## src/rtl/mac_host_pkg.sv

```systemverilog
package mac_host_pkg;
  localparam int          HOST_AW     = 3;
  localparam int          STA_BYTES   = 6;
  localparam logic [2:0]  ADDR_RXREG  = 3'd6;
  localparam logic [2:0]  ADDR_TXREG  = 3'd7;
  localparam logic [7:0]  STAT_OLD    = 8'h80;
  localparam logic [7:0]  TXS_UNDER   = 8'h01;
  localparam logic [7:0]  TXS_OK      = 8'h08;
  localparam logic [7:0]  RX_EN_MASK  = 8'h3F;
  localparam logic [7:0]  UNMAPPED    = 8'hFF;
  localparam logic [31:0] CRC_SEED    = 32'hFFFF_FFFF;
  localparam logic [31:0] CRC_POLY_R  = 32'hEDB8_8320;

  typedef enum logic [1:0] {
    TXF_IDLE,
    TXF_START,
    TXF_DATA,
    TXF_FCS
  } txf_state_e;

  function automatic logic [31:0] crc32_step(input logic [31:0] c_in, input logic [7:0] d);
    logic [31:0] c;
    c = c_in ^ {24'd0, d};
    for (int b = 0; b < 8; b++) begin
      if (c[0]) c = (c >> 1) ^ CRC_POLY_R;
      else      c = c >> 1;
    end
    return c;
  endfunction
endpackage

```

## src/rtl/mh_tx_fifo.sv

```systemverilog
module mh_tx_fifo #(
  parameter int WIDTH = 8,
  parameter int DEPTH = 16,
  localparam int AW = (DEPTH > 1) ? $clog2(DEPTH) : 1,
  localparam int CW = $clog2(DEPTH + 1)
) (
  input  logic             clk,
  input  logic             rst,
  input  logic             push,
  input  logic [WIDTH-1:0] din,
  input  logic             pop,
  output logic [WIDTH-1:0] dout,
  output logic [CW-1:0]    count,
  output logic             full,
  output logic             empty
);
  logic [WIDTH-1:0] mem [DEPTH];
  logic [AW-1:0]    wp, rp;

  assign full  = (count == CW'(DEPTH));
  assign empty = (count == '0);
  assign dout  = mem[rp];

  function automatic logic [AW-1:0] bump(input logic [AW-1:0] p);
    return (p == AW'(DEPTH - 1)) ? '0 : p + AW'(1);
  endfunction

  always_ff @(posedge clk) begin
    if (push) mem[wp] <= din;
  end

  always_ff @(posedge clk) begin
    if (rst) begin
      wp    <= '0;
      rp    <= '0;
      count <= '0;
    end else begin
      if (push) wp <= bump(wp);
      if (pop)  rp <= bump(rp);
      case ({push, pop})
        2'b10:   count <= count + CW'(1);
        2'b01:   count <= count - CW'(1);
        default: count <= count;
      endcase
    end
  end

  // the edge logic never pushes into a full FIFO
  a_r7_no_overflow: assert property (@(posedge clk) disable iff (rst) push |-> !full);
  // the framer never pops an empty FIFO
  a_r9_no_underflow: assert property (@(posedge clk) disable iff (rst) pop |-> !empty);
endmodule

```

## src/rtl/mh_tx_framer.sv

```systemverilog
module mh_tx_framer
  import mac_host_pkg::*;
#(
  parameter int CW = 5
) (
  input  logic          clk,
  input  logic          rst,
  input  logic          eof_req,
  output logic          accepting,
  input  logic          fifo_empty,
  input  logic [CW-1:0] fifo_count,
  input  logic [7:0]    fifo_dout,
  output logic          fifo_pop,
  output logic          out_valid,
  input  logic          out_ready,
  output logic [7:0]    out_data,
  output logic          out_last,
  output logic          done_ok,
  output logic          done_under
);
  txf_state_e  state_q;
  logic [31:0] crc_q;
  logic [1:0]  idx_q;
  logic [31:0] fcs;
  logic [7:0]  fcs_byte;

  assign fcs      = ~crc_q;
  assign fcs_byte = fcs[{idx_q, 3'b000} +: 8];

  always_comb begin
    out_valid  = (state_q == TXF_DATA) || (state_q == TXF_FCS);
    out_data   = (state_q == TXF_DATA) ? fifo_dout : fcs_byte;
    out_last   = (state_q == TXF_FCS) && (idx_q == 2'd3);
    fifo_pop   = (state_q == TXF_DATA) && out_ready;
    done_under = (state_q == TXF_START) && fifo_empty;
    done_ok    = (state_q == TXF_FCS) && out_ready && (idx_q == 2'd3);
  end

  always_ff @(posedge clk) begin
    if (rst) begin
      state_q   <= TXF_IDLE;
      crc_q     <= CRC_SEED;
      idx_q     <= '0;
      accepting <= 1'b1;
    end else begin
      case (state_q)
        TXF_IDLE: begin
          if (eof_req && accepting) begin
            accepting <= 1'b0;
            state_q   <= TXF_START;
          end
        end
        TXF_START: begin
          crc_q <= CRC_SEED;
          if (fifo_empty) begin
            accepting <= 1'b1;
            state_q   <= TXF_IDLE;
          end else begin
            state_q <= TXF_DATA;
          end
        end
        TXF_DATA: begin
          if (out_ready) begin
            crc_q <= crc32_step(crc_q, fifo_dout);
            if (fifo_count == CW'(1)) begin
              state_q <= TXF_FCS;
              idx_q   <= '0;
            end
          end
        end
        TXF_FCS: begin
          if (out_ready) begin
            if (idx_q == 2'd3) begin
              state_q   <= TXF_IDLE;
              accepting <= 1'b1;
            end else begin
              idx_q <= idx_q + 2'd1;
            end
          end
        end
        default: state_q <= TXF_IDLE;
      endcase
    end
  end

  // a stalled output holds its byte and marker
  a_r10_hold_stall: assert property (@(posedge clk) disable iff (rst)
    (out_valid && !out_ready) |=> (out_valid && $stable(out_data) && $stable(out_last)));
  // completion and underflow are never reported together
  a_r9_one_outcome: assert property (@(posedge clk) disable iff (rst) !(done_ok && done_under));
  // no stream activity while the host may still push
  a_r11_quiet_accepting: assert property (@(posedge clk) disable iff (rst) accepting |-> !out_valid);
endmodule

```

## src/rtl/mh_regfile.sv

```systemverilog
module mh_regfile
  import mac_host_pkg::*;
(
  input  logic               clk,
  input  logic               rst,
  input  logic [HOST_AW-1:0] addr,
  input  logic               wr,
  input  logic               rd,
  input  logic [7:0]         wdata,
  output logic [7:0]         rdata,
  input  logic               rx_evt_valid,
  input  logic [5:0]         rx_evt_code,
  input  logic               tx_done_ok,
  input  logic               tx_done_under,
  output logic               irq,
  output logic [47:0]        station,
  output logic [1:0]         rx_match
);
  logic [7:0] rxs, txs, rxc;
  logic [3:0] txc;
  logic [7:0] sta [STA_BYTES];
  logic       rx_take, rx_hit, tx_hit, irq_d;

  assign rx_take = rx_evt_valid && rxs[7];
  assign rx_hit  = !rxs[7] && |(rxs & rxc & RX_EN_MASK);
  assign tx_hit  = !txs[7] && |(txs[3:0] & txc);
  assign irq_d   = rx_hit || tx_hit;
  assign rx_match = rxc[7:6];

  always_comb begin
    case (addr)
      ADDR_RXREG: rdata = rxs;
      ADDR_TXREG: rdata = txs;
      default:    rdata = UNMAPPED;
    endcase
  end

  for (genvar k = 0; k < STA_BYTES; k++) begin : g_sta
    assign station[8*k +: 8] = sta[k];
    always_ff @(posedge clk) begin
      if (rst)                             sta[k] <= '0;
      else if (wr && addr == HOST_AW'(k))  sta[k] <= wdata;
    end
  end

  always_ff @(posedge clk) begin
    if (rst) begin
      rxs <= STAT_OLD;
      txs <= STAT_OLD;
      rxc <= '0;
      txc <= '0;
      irq <= 1'b0;
    end else begin
      irq <= irq_d;
      if (wr && addr == ADDR_RXREG) rxc <= wdata;
      if (wr && addr == ADDR_TXREG) txc <= wdata[3:0];
      if (rx_take)                          rxs <= {2'b00, rx_evt_code};
      else if (rd && addr == ADDR_RXREG)    rxs[7] <= 1'b1;
      if (tx_done_ok)                       txs <= TXS_OK;
      else if (tx_done_under)               txs <= TXS_UNDER;
      else if (rd && addr == ADDR_TXREG)    txs[7] <= 1'b1;
    end
  end

  // a receive status read with no accepted event leaves the status old
  a_r3_rx_read_marks_old: assert property (@(posedge clk) disable iff (rst)
    (rd && addr == ADDR_RXREG && !rx_evt_valid) |=> rdata_rx_old());
  // with both registers old the interrupt is low a cycle later
  a_r4_quiet_when_old: assert property (@(posedge clk) disable iff (rst)
    (rxs[7] && txs[7]) |=> !irq);
  // an event arriving while the status is still new is dropped
  a_r6_drop_when_new: assert property (@(posedge clk) disable iff (rst)
    (rx_evt_valid && !rxs[7] && !rd) |=> $stable(rxs));

  function automatic logic rdata_rx_old();
    return rxs[7];
  endfunction
endmodule

```

## src/rtl/mac_host_ctl.sv

```systemverilog
module mac_host_ctl
  import mac_host_pkg::*;
#(
  parameter int FIFO_DEPTH = 16,
  localparam int CW = $clog2(FIFO_DEPTH + 1)
) (
  input  logic               clk,
  input  logic               rst,
  input  logic [HOST_AW-1:0] host_addr,
  input  logic               host_wr,
  input  logic               host_rd,
  input  logic [7:0]         host_wdata,
  output logic [7:0]         host_rdata,
  input  logic               tx_in_valid,
  output logic               tx_in_ready,
  input  logic [7:0]         tx_in_data,
  input  logic               tx_eof,
  output logic               tx_out_valid,
  input  logic               tx_out_ready,
  output logic [7:0]         tx_out_data,
  output logic               tx_out_last,
  input  logic               rx_evt_valid,
  input  logic [5:0]         rx_evt_status,
  output logic [1:0]         rx_match_mode,
  output logic [47:0]        station_addr,
  output logic               irq
);
  logic          accepting, fifo_full, fifo_empty, fifo_pop, push;
  logic [CW-1:0] fifo_count;
  logic [7:0]    fifo_dout;
  logic          done_ok, done_under;

  assign tx_in_ready = accepting && !fifo_full;
  assign push        = tx_in_valid && tx_in_ready;

  mh_tx_fifo #(.WIDTH(8), .DEPTH(FIFO_DEPTH)) u_fifo (
    .clk(clk), .rst(rst), .push(push), .din(tx_in_data), .pop(fifo_pop),
    .dout(fifo_dout), .count(fifo_count), .full(fifo_full), .empty(fifo_empty)
  );

  mh_tx_framer #(.CW(CW)) u_framer (
    .clk(clk), .rst(rst), .eof_req(tx_eof), .accepting(accepting),
    .fifo_empty(fifo_empty), .fifo_count(fifo_count), .fifo_dout(fifo_dout),
    .fifo_pop(fifo_pop), .out_valid(tx_out_valid), .out_ready(tx_out_ready),
    .out_data(tx_out_data), .out_last(tx_out_last),
    .done_ok(done_ok), .done_under(done_under)
  );

  mh_regfile u_regs (
    .clk(clk), .rst(rst), .addr(host_addr), .wr(host_wr), .rd(host_rd),
    .wdata(host_wdata), .rdata(host_rdata), .rx_evt_valid(rx_evt_valid),
    .rx_evt_code(rx_evt_status), .tx_done_ok(done_ok), .tx_done_under(done_under),
    .irq(irq), .station(station_addr), .rx_match(rx_match_mode)
  );

  // the edge taking tx_eof closes the input before the next byte
  a_r7_eof_closes: assert property (@(posedge clk) disable iff (rst)
    (tx_eof && accepting) |=> !tx_in_ready);
  // the last marker is only shown on a valid byte
  a_r9_last_valid: assert property (@(posedge clk) disable iff (rst)
    tx_out_last |-> tx_out_valid);
endmodule

```

## config.mk

```make
export PLATFORM = sky130hd
export DESIGN_NAME = mac_host_ctl
export DESIGN_NICKNAME = d
export VERILOG_FILES = /design/src/rtl/mac_host_pkg.sv /design/src/rtl/mh_tx_fifo.sv /design/src/rtl/mh_tx_framer.sv /design/src/rtl/mh_regfile.sv /design/src/rtl/mac_host_ctl.sv
export SDC_FILE = /design/constraint.sdc
export NUM_CORES = 1
export LEC_CHECK = 0
export BUFFER_PORTS_ARGS = -buffer_cell sky130_fd_sc_hd__buf_2
export CAP_MARGIN = 20
export CORE_ASPECT_RATIO = 1.75
export CORE_MARGIN = 5
export CORE_UTILIZATION = 54
export DETAILED_ROUTE_END_ITERATION = 8
export GPL_TIMING_DRIVEN = 0
export MAX_ROUTING_LAYER = met4
export PLACE_DENSITY = 0.83
export REMOVE_ABC_BUFFERS = 1
export SETUP_SLACK_MARGIN = 0.2
export SLEW_MARGIN = 25
export SYNTH_ARGS = -nofsm -noshare
export SYNTH_HDL_FRONTEND = slang
export SYNTH_SLANG_ARGS = --single-unit
export TNS_END_PERCENT = 30
```

## constraint.sdc

```tcl
create_clock -name clk -period 2.8 [get_ports clk]
set_clock_uncertainty 0.1 [all_clocks]
set_input_delay 0.28 -clock clk [delete_from_list [all_inputs] [get_ports clk]]
set_output_delay 0.28 -clock clk [all_outputs]
set_load 0.02 [all_outputs]
```

# == Yosys cells after proc, flatten, opt, wreduce, memory -nomap -nowiden ==
# Memories as Yosys holds them, arrays and structs flattened. A register that Yosys moved wholly into a read port is not among the register bits.
# Cells that the tools add are included.
# classes
n_addsub,5
n_eq_ne,24
shifts,1
n_mux,89
bitwise_logic,18
reduce_logical,43
# op_table
op,n
$mux 32,30
$not 13->14,8
$mux 8,8
$pmux 32 s2,1
$not 32->32,1
$shiftx 32x6->8,1
$xor 32x8->32,1
$mux 1,30
$logic_and 1x1->1,21
$mux 2,10
$mux 4,5
$pmux 8 s2,1
$reduce_and 5->1,3
$eq 3x3->1 const B,4
$ne 2x2->1 const B,5
$pmux 5 s2,1
$reduce_bool 2->1,5
$add 4x1->4 const B,2
$eq 2x2->1 const B,4
$eq 4x4->1 const B,2
$pmux 2 s4,1
$and 6x6->6,1
$eq 3x2->1 const B,2
$or 1x1->1,6
other kinds (21),27
# totals
regBits,73
ramBits,176
in_bits,33
out_inout_bits,70
word_cells,197
memories,2
# memory_table
name,words,word_bits,rd,rd_ports_with_merged_regs,write_ports,line,source
u_fifo.mem,16,8,1,1,1,mh_tx_fifo.sv:17,logic [WIDTH-1:0] mem [DEPTH];
u_regs.sta,6,8,6,0,6,mh_regfile.sv:21,logic [7:0] sta [STA_BYTES];

# == Logic depth before layout (Yosys ltp) ==
# logic_depth
ltp_word,40
ltp_mapped,12
depth_no_buf,11

# == Cells and area by module ==
# From an unflattened synthesis, not the netlist that was laid out.
# unflattened
hier_cells,814
hier_area_um2,11294.6
# by_module_without_submodules
mod,n_inst,cells_each,area_per_inst_um2,seq_area_each_um2
mh_tx_fifo,1,319,5884.4,4184.0
mh_regfile,1,227,2825.2,1861.8
mh_tx_framer,1,266,2570.0,740.7
mac_host_ctl,1,2,15.0,0.0

# == Worst setup path after synthesis ==
# OpenSTA, ideal clock, no wires.
# synth_path
path_type,flip-flop to flip-flop
startpoint,register with a tool-made name
endpoint,register u_framer.crc_q[19]
setup_ns,0.133
arrival_time_ns,2.565
path_slack_ns,0.003
stages_incl_launch_ff,10
path_buffers,2
path_cell_list,dfxtp_1 buf_6 buf_6 mux4_2 mux2i_1 mux2_2 xor2_4 xnor3_1 xnor2_1 a21oi_1
# synth_rtl
item,line,source
end signal: assignment,mh_tx_framer.sv:64,"crc_q <= crc32_step(crc_q, fifo_dout);"
end: declaration,mh_tx_framer.sv:22,logic [31:0] crc_q;

==> flow_metrics.env <==
export IMPL_status="complete, but fails checks"
export IMPL_violations="setup timing"
export IMPL_cts_buffers=21
export IMPL_yosysSeqAreaShare_pct=61.0
export IMPL_drv_cap=0
export IMPL_synth_top_cell_area_share_pct=47.5
export IMPL_core_area_um2=20300
export IMPL_cp_data_arrival_time_ns=3.42
export IMPL_synth_most_common_cell="edfxtp_1"
export IMPL_drive_above_1_share_pct=34.7
export IMPL_avgSynthCellArea_um2=14.0
export IMPL_rsz0062_at_grt="true"
export IMPL_cts_tree="built"
export IMPL_critPathKind="reg2reg"
export IMPL_cts_sinks=251
export IMPL_period_needed_ns=3.14
export IMPL_setup_violations=30
export IMPL_grt_max_degree=70
export IMPL_n_antenna_cell=0
export IMPL_yosys_warnings=0
export IMPL_clk_path_buf_depth=3
export IMPL_fin_crit_sh_pct=112
export IMPL_finalHoldViolCount=0
export IMPL_grt_overflow_total=0
export IMPL_antenna_found_initial=0
export IMPL_fillerInstances=1199
export IMPL_max_freq_mhz=318
export IMPL_synth_edff_count=176
export IMPL_hold_class="in2reg"
export IMPL_synth_cells=792
export IMPL_antenna_left=0
export IMPL_synth_common_cells="176 x edfxtp_1, 75 x dfxtp_1, 57 x nor2_1"
export IMPL_place_inst=1110
export IMPL_power_density_nw_per_um2=652
export IMPL_start_util_pct=54.8
export IMPL_placedInstanceArea_um2=11800
export IMPL_ir_drop_mv=0.629
export IMPL_seq_area_um2=6800
export IMPL_p_leak_nw=4.95
export IMPL_cts_clk_slew_worst_paths_ns=0.07
export IMPL_num_io_pins=103
export IMPL_detail_route_first_pass_iterations=8
export IMPL_grt_pass1_vias=7528
export IMPL_grt_pass1_wl_um=41000
export IMPL_area_growth_pct=25.2
export IMPL_track_usage_pct=22.6
export IMPL_wl_per_cell_um=22.5
export IMPL_crit_path_end_kind="flip-flop"
export IMPL_synth_area_um2=11100
export IMPL_fin_area_um2=13900
export IMPL_yosys_area_top_type="edfxtp_1"
export IMPL_fin_nets=1016
export IMPL_row_count=69
export IMPL_drt_initial_drc_count=627
export IMPL_globalplace_congestion=0.836
export IMPL_max_slew_margin_pct=30.3
export IMPL_die_w_um=119
export IMPL_vias=7205
export IMPL_power_total_mw=9.09
export IMPL_die_area_um2=23700
export IMPL_multi_input_area_um2=4530
export IMPL_worst_pin_slew_ns=1.04
export IMPL_finalWorstSetupSlack_ns=-0.345
export IMPL_critPathRequiredTime_ns=3.08
export IMPL_cts_root_buf="clkbuf_16"
export IMPL_slew_violations=0
export IMPL_dominantRegCellSynth="edfxtp_1"
export IMPL_clk_latency_ns=0.49
export IMPL_ctsHtreeMaxLevel=1
export IMPL_port_buffers=102
export IMPL_setup_worst_path_start_class="flip-flop"
export IMPL_synthDistinctLibCells=52
export IMPL_die_h_um=200
export IMPL_drcViolationCount=0
export IMPL_synth_seq_cells=251
export IMPL_synthTopCellsByArea="edfxtp_1 47%, dfxtp_1 13%, mux4_2 7.3%, mux2i_1 3.9%, and2_1 2.8%"
export IMPL_fin_cells=1230
export IMPL_path_max_fanout=6
export IMPL_synthArstFlopShare_pct=0
export IMPL_post_dp_hpwl_um=16000
export IMPL_viasPerCell=5.86
export IMPL_finalWirelength_um=27600
==> path summary, 6_finish.rpt <==
check                                   start           endpoint  slack [ns]  cells past startpoint
worst min register to register  u_regs.rxc[0]      u_regs.rxc[0]        0.36                      2
worst max register to register      flip-flop  u_framer.crc_q[2]       -0.34                     14
worst max-delay path                flip-flop  u_framer.crc_q[2]       -0.34                     14
worst min-delay path            host_wdata[1]      u_regs.rxc[1]        0.02                      3
==> where the power goes <==
part	total, mW	switching, mW	internal (mW)
Clock	2.75	1.26	1.49
Sequential	4.18	0.0786	4.10
Combinational	2.17	1.11	1.06
==> per-layer routing <==
layer  global-route usage [%]  up-vias  part of all wire (%)
met2                     42.8      312                    57
met3                     3.35       78                   5.0
li1                         -     3216                     -
met5                        -        -                     0
met1                     22.6     3599                    34
met4                     10.8        0                   4.3
==> logic make-up after synthesis <==
family	after synthesis	synth area share, %
AOI/OAI and AO/OA	94	5.05
xor gates and xnor gates	75	8.31
adders and majority gates	15	1.69
buffers and inverters	55	2.44
DFF	251	61.0
muxes	88	12.1
and+or+nand+nor	214	9.42
==> repair_timing <==
action | in CTS | in global routing
resized for setup | 103 | 22
pin swaps | 45 | 26
cloned | 3 | 0
hold buffers | 9 | 0
endpoints found under the hold margin | 8 | 0
buffers inserted | 53 | 18
setup endpoints to repair | 165 | 43
==> state kept, by name, summed over array words and instances, names as in the netlist, named ones only <==
register / count
u_regs.rxs: 7
u_fifo.count: 5
u_regs.rxc: 8
u_regs.txc: 2
u_regs.sta: 48
u_framer.accepting: 1
u_fifo.mem: 128
u_fifo.rp: 4
u_regs.irq: 1
u_regs.txs: 3
u_framer.crc_q: 32
u_fifo.wp: 4
u_framer.state_q: 1
u_framer.idx_q: 2
==> worst max-delay path, cell delays in order, from the launching register on <==
cell and delay (ns):
dfxtp_4 0.39, buf_12 0.11, buf_16 0.12, mux4_2 0.49, mux2i_1 0.19, mux2_4 0.25, xor2_4 0.23, buf_4 0.15
buf_6 0.12, buf_12 0.11, xor2_4 0.19, buf_6 0.15, xnor2_2 0.07, o22ai_1 0.22, nand2b_1 0.11
==> per-stage QoR <==
step	hold WS [ns]	setup WS [ns]	TNS, ns	utilization (%)
after floorplan	0.249	-0.717	-14.71	-
after global placement	0.346	-1.55	-58.70	57.9
after detailed placement	0.351	-0.809	-18.55	58.4
after global routing	0.0305	-0.400	-6.03	68.7
after CTS	0.00497	-0.114	-0.691	67.3
final	0.0208	-0.345	-3.71	68.7
==> cell type report <==
| type | count | share of cell area (%) |
|---|---|---|
| clock buffer | 29 | 4.27 |
| clock inverter | 8 | 0.296 |
| inverter | 19 | 0.512 |
| multi-input combinational | 486 | 32.5 |
| sequential | 251 | 48.8 |
| tap | 248 | 2.23 |
| timing repair buffer | 189 | 11.3 |
==> cell usage in the layout, fill, tap and decap left out, types with 9 or more instances in the layout <==
cell             n
dlygate4sd3_1    9
ha_1            14
edfxtp_1       176
inv_1           18
nor2_1          45
xor2_4          15
o21ai_0          9
dfxtp_1         69
nand2b_1        15
xnor2_2         12
buf_4           35
buf_2           94
buf_12          13
xnor2_1         16
buf_6           33
xor2_1          14
mux2i_1         39
mux4_2          36
and2_1          49
clkbuf_16       21
xor2_2          10
a21oi_1         46
nor2_2          12
nand3_1         14
o22ai_1         12
nand2_1         49
Power figures use the tool's default switching activity.
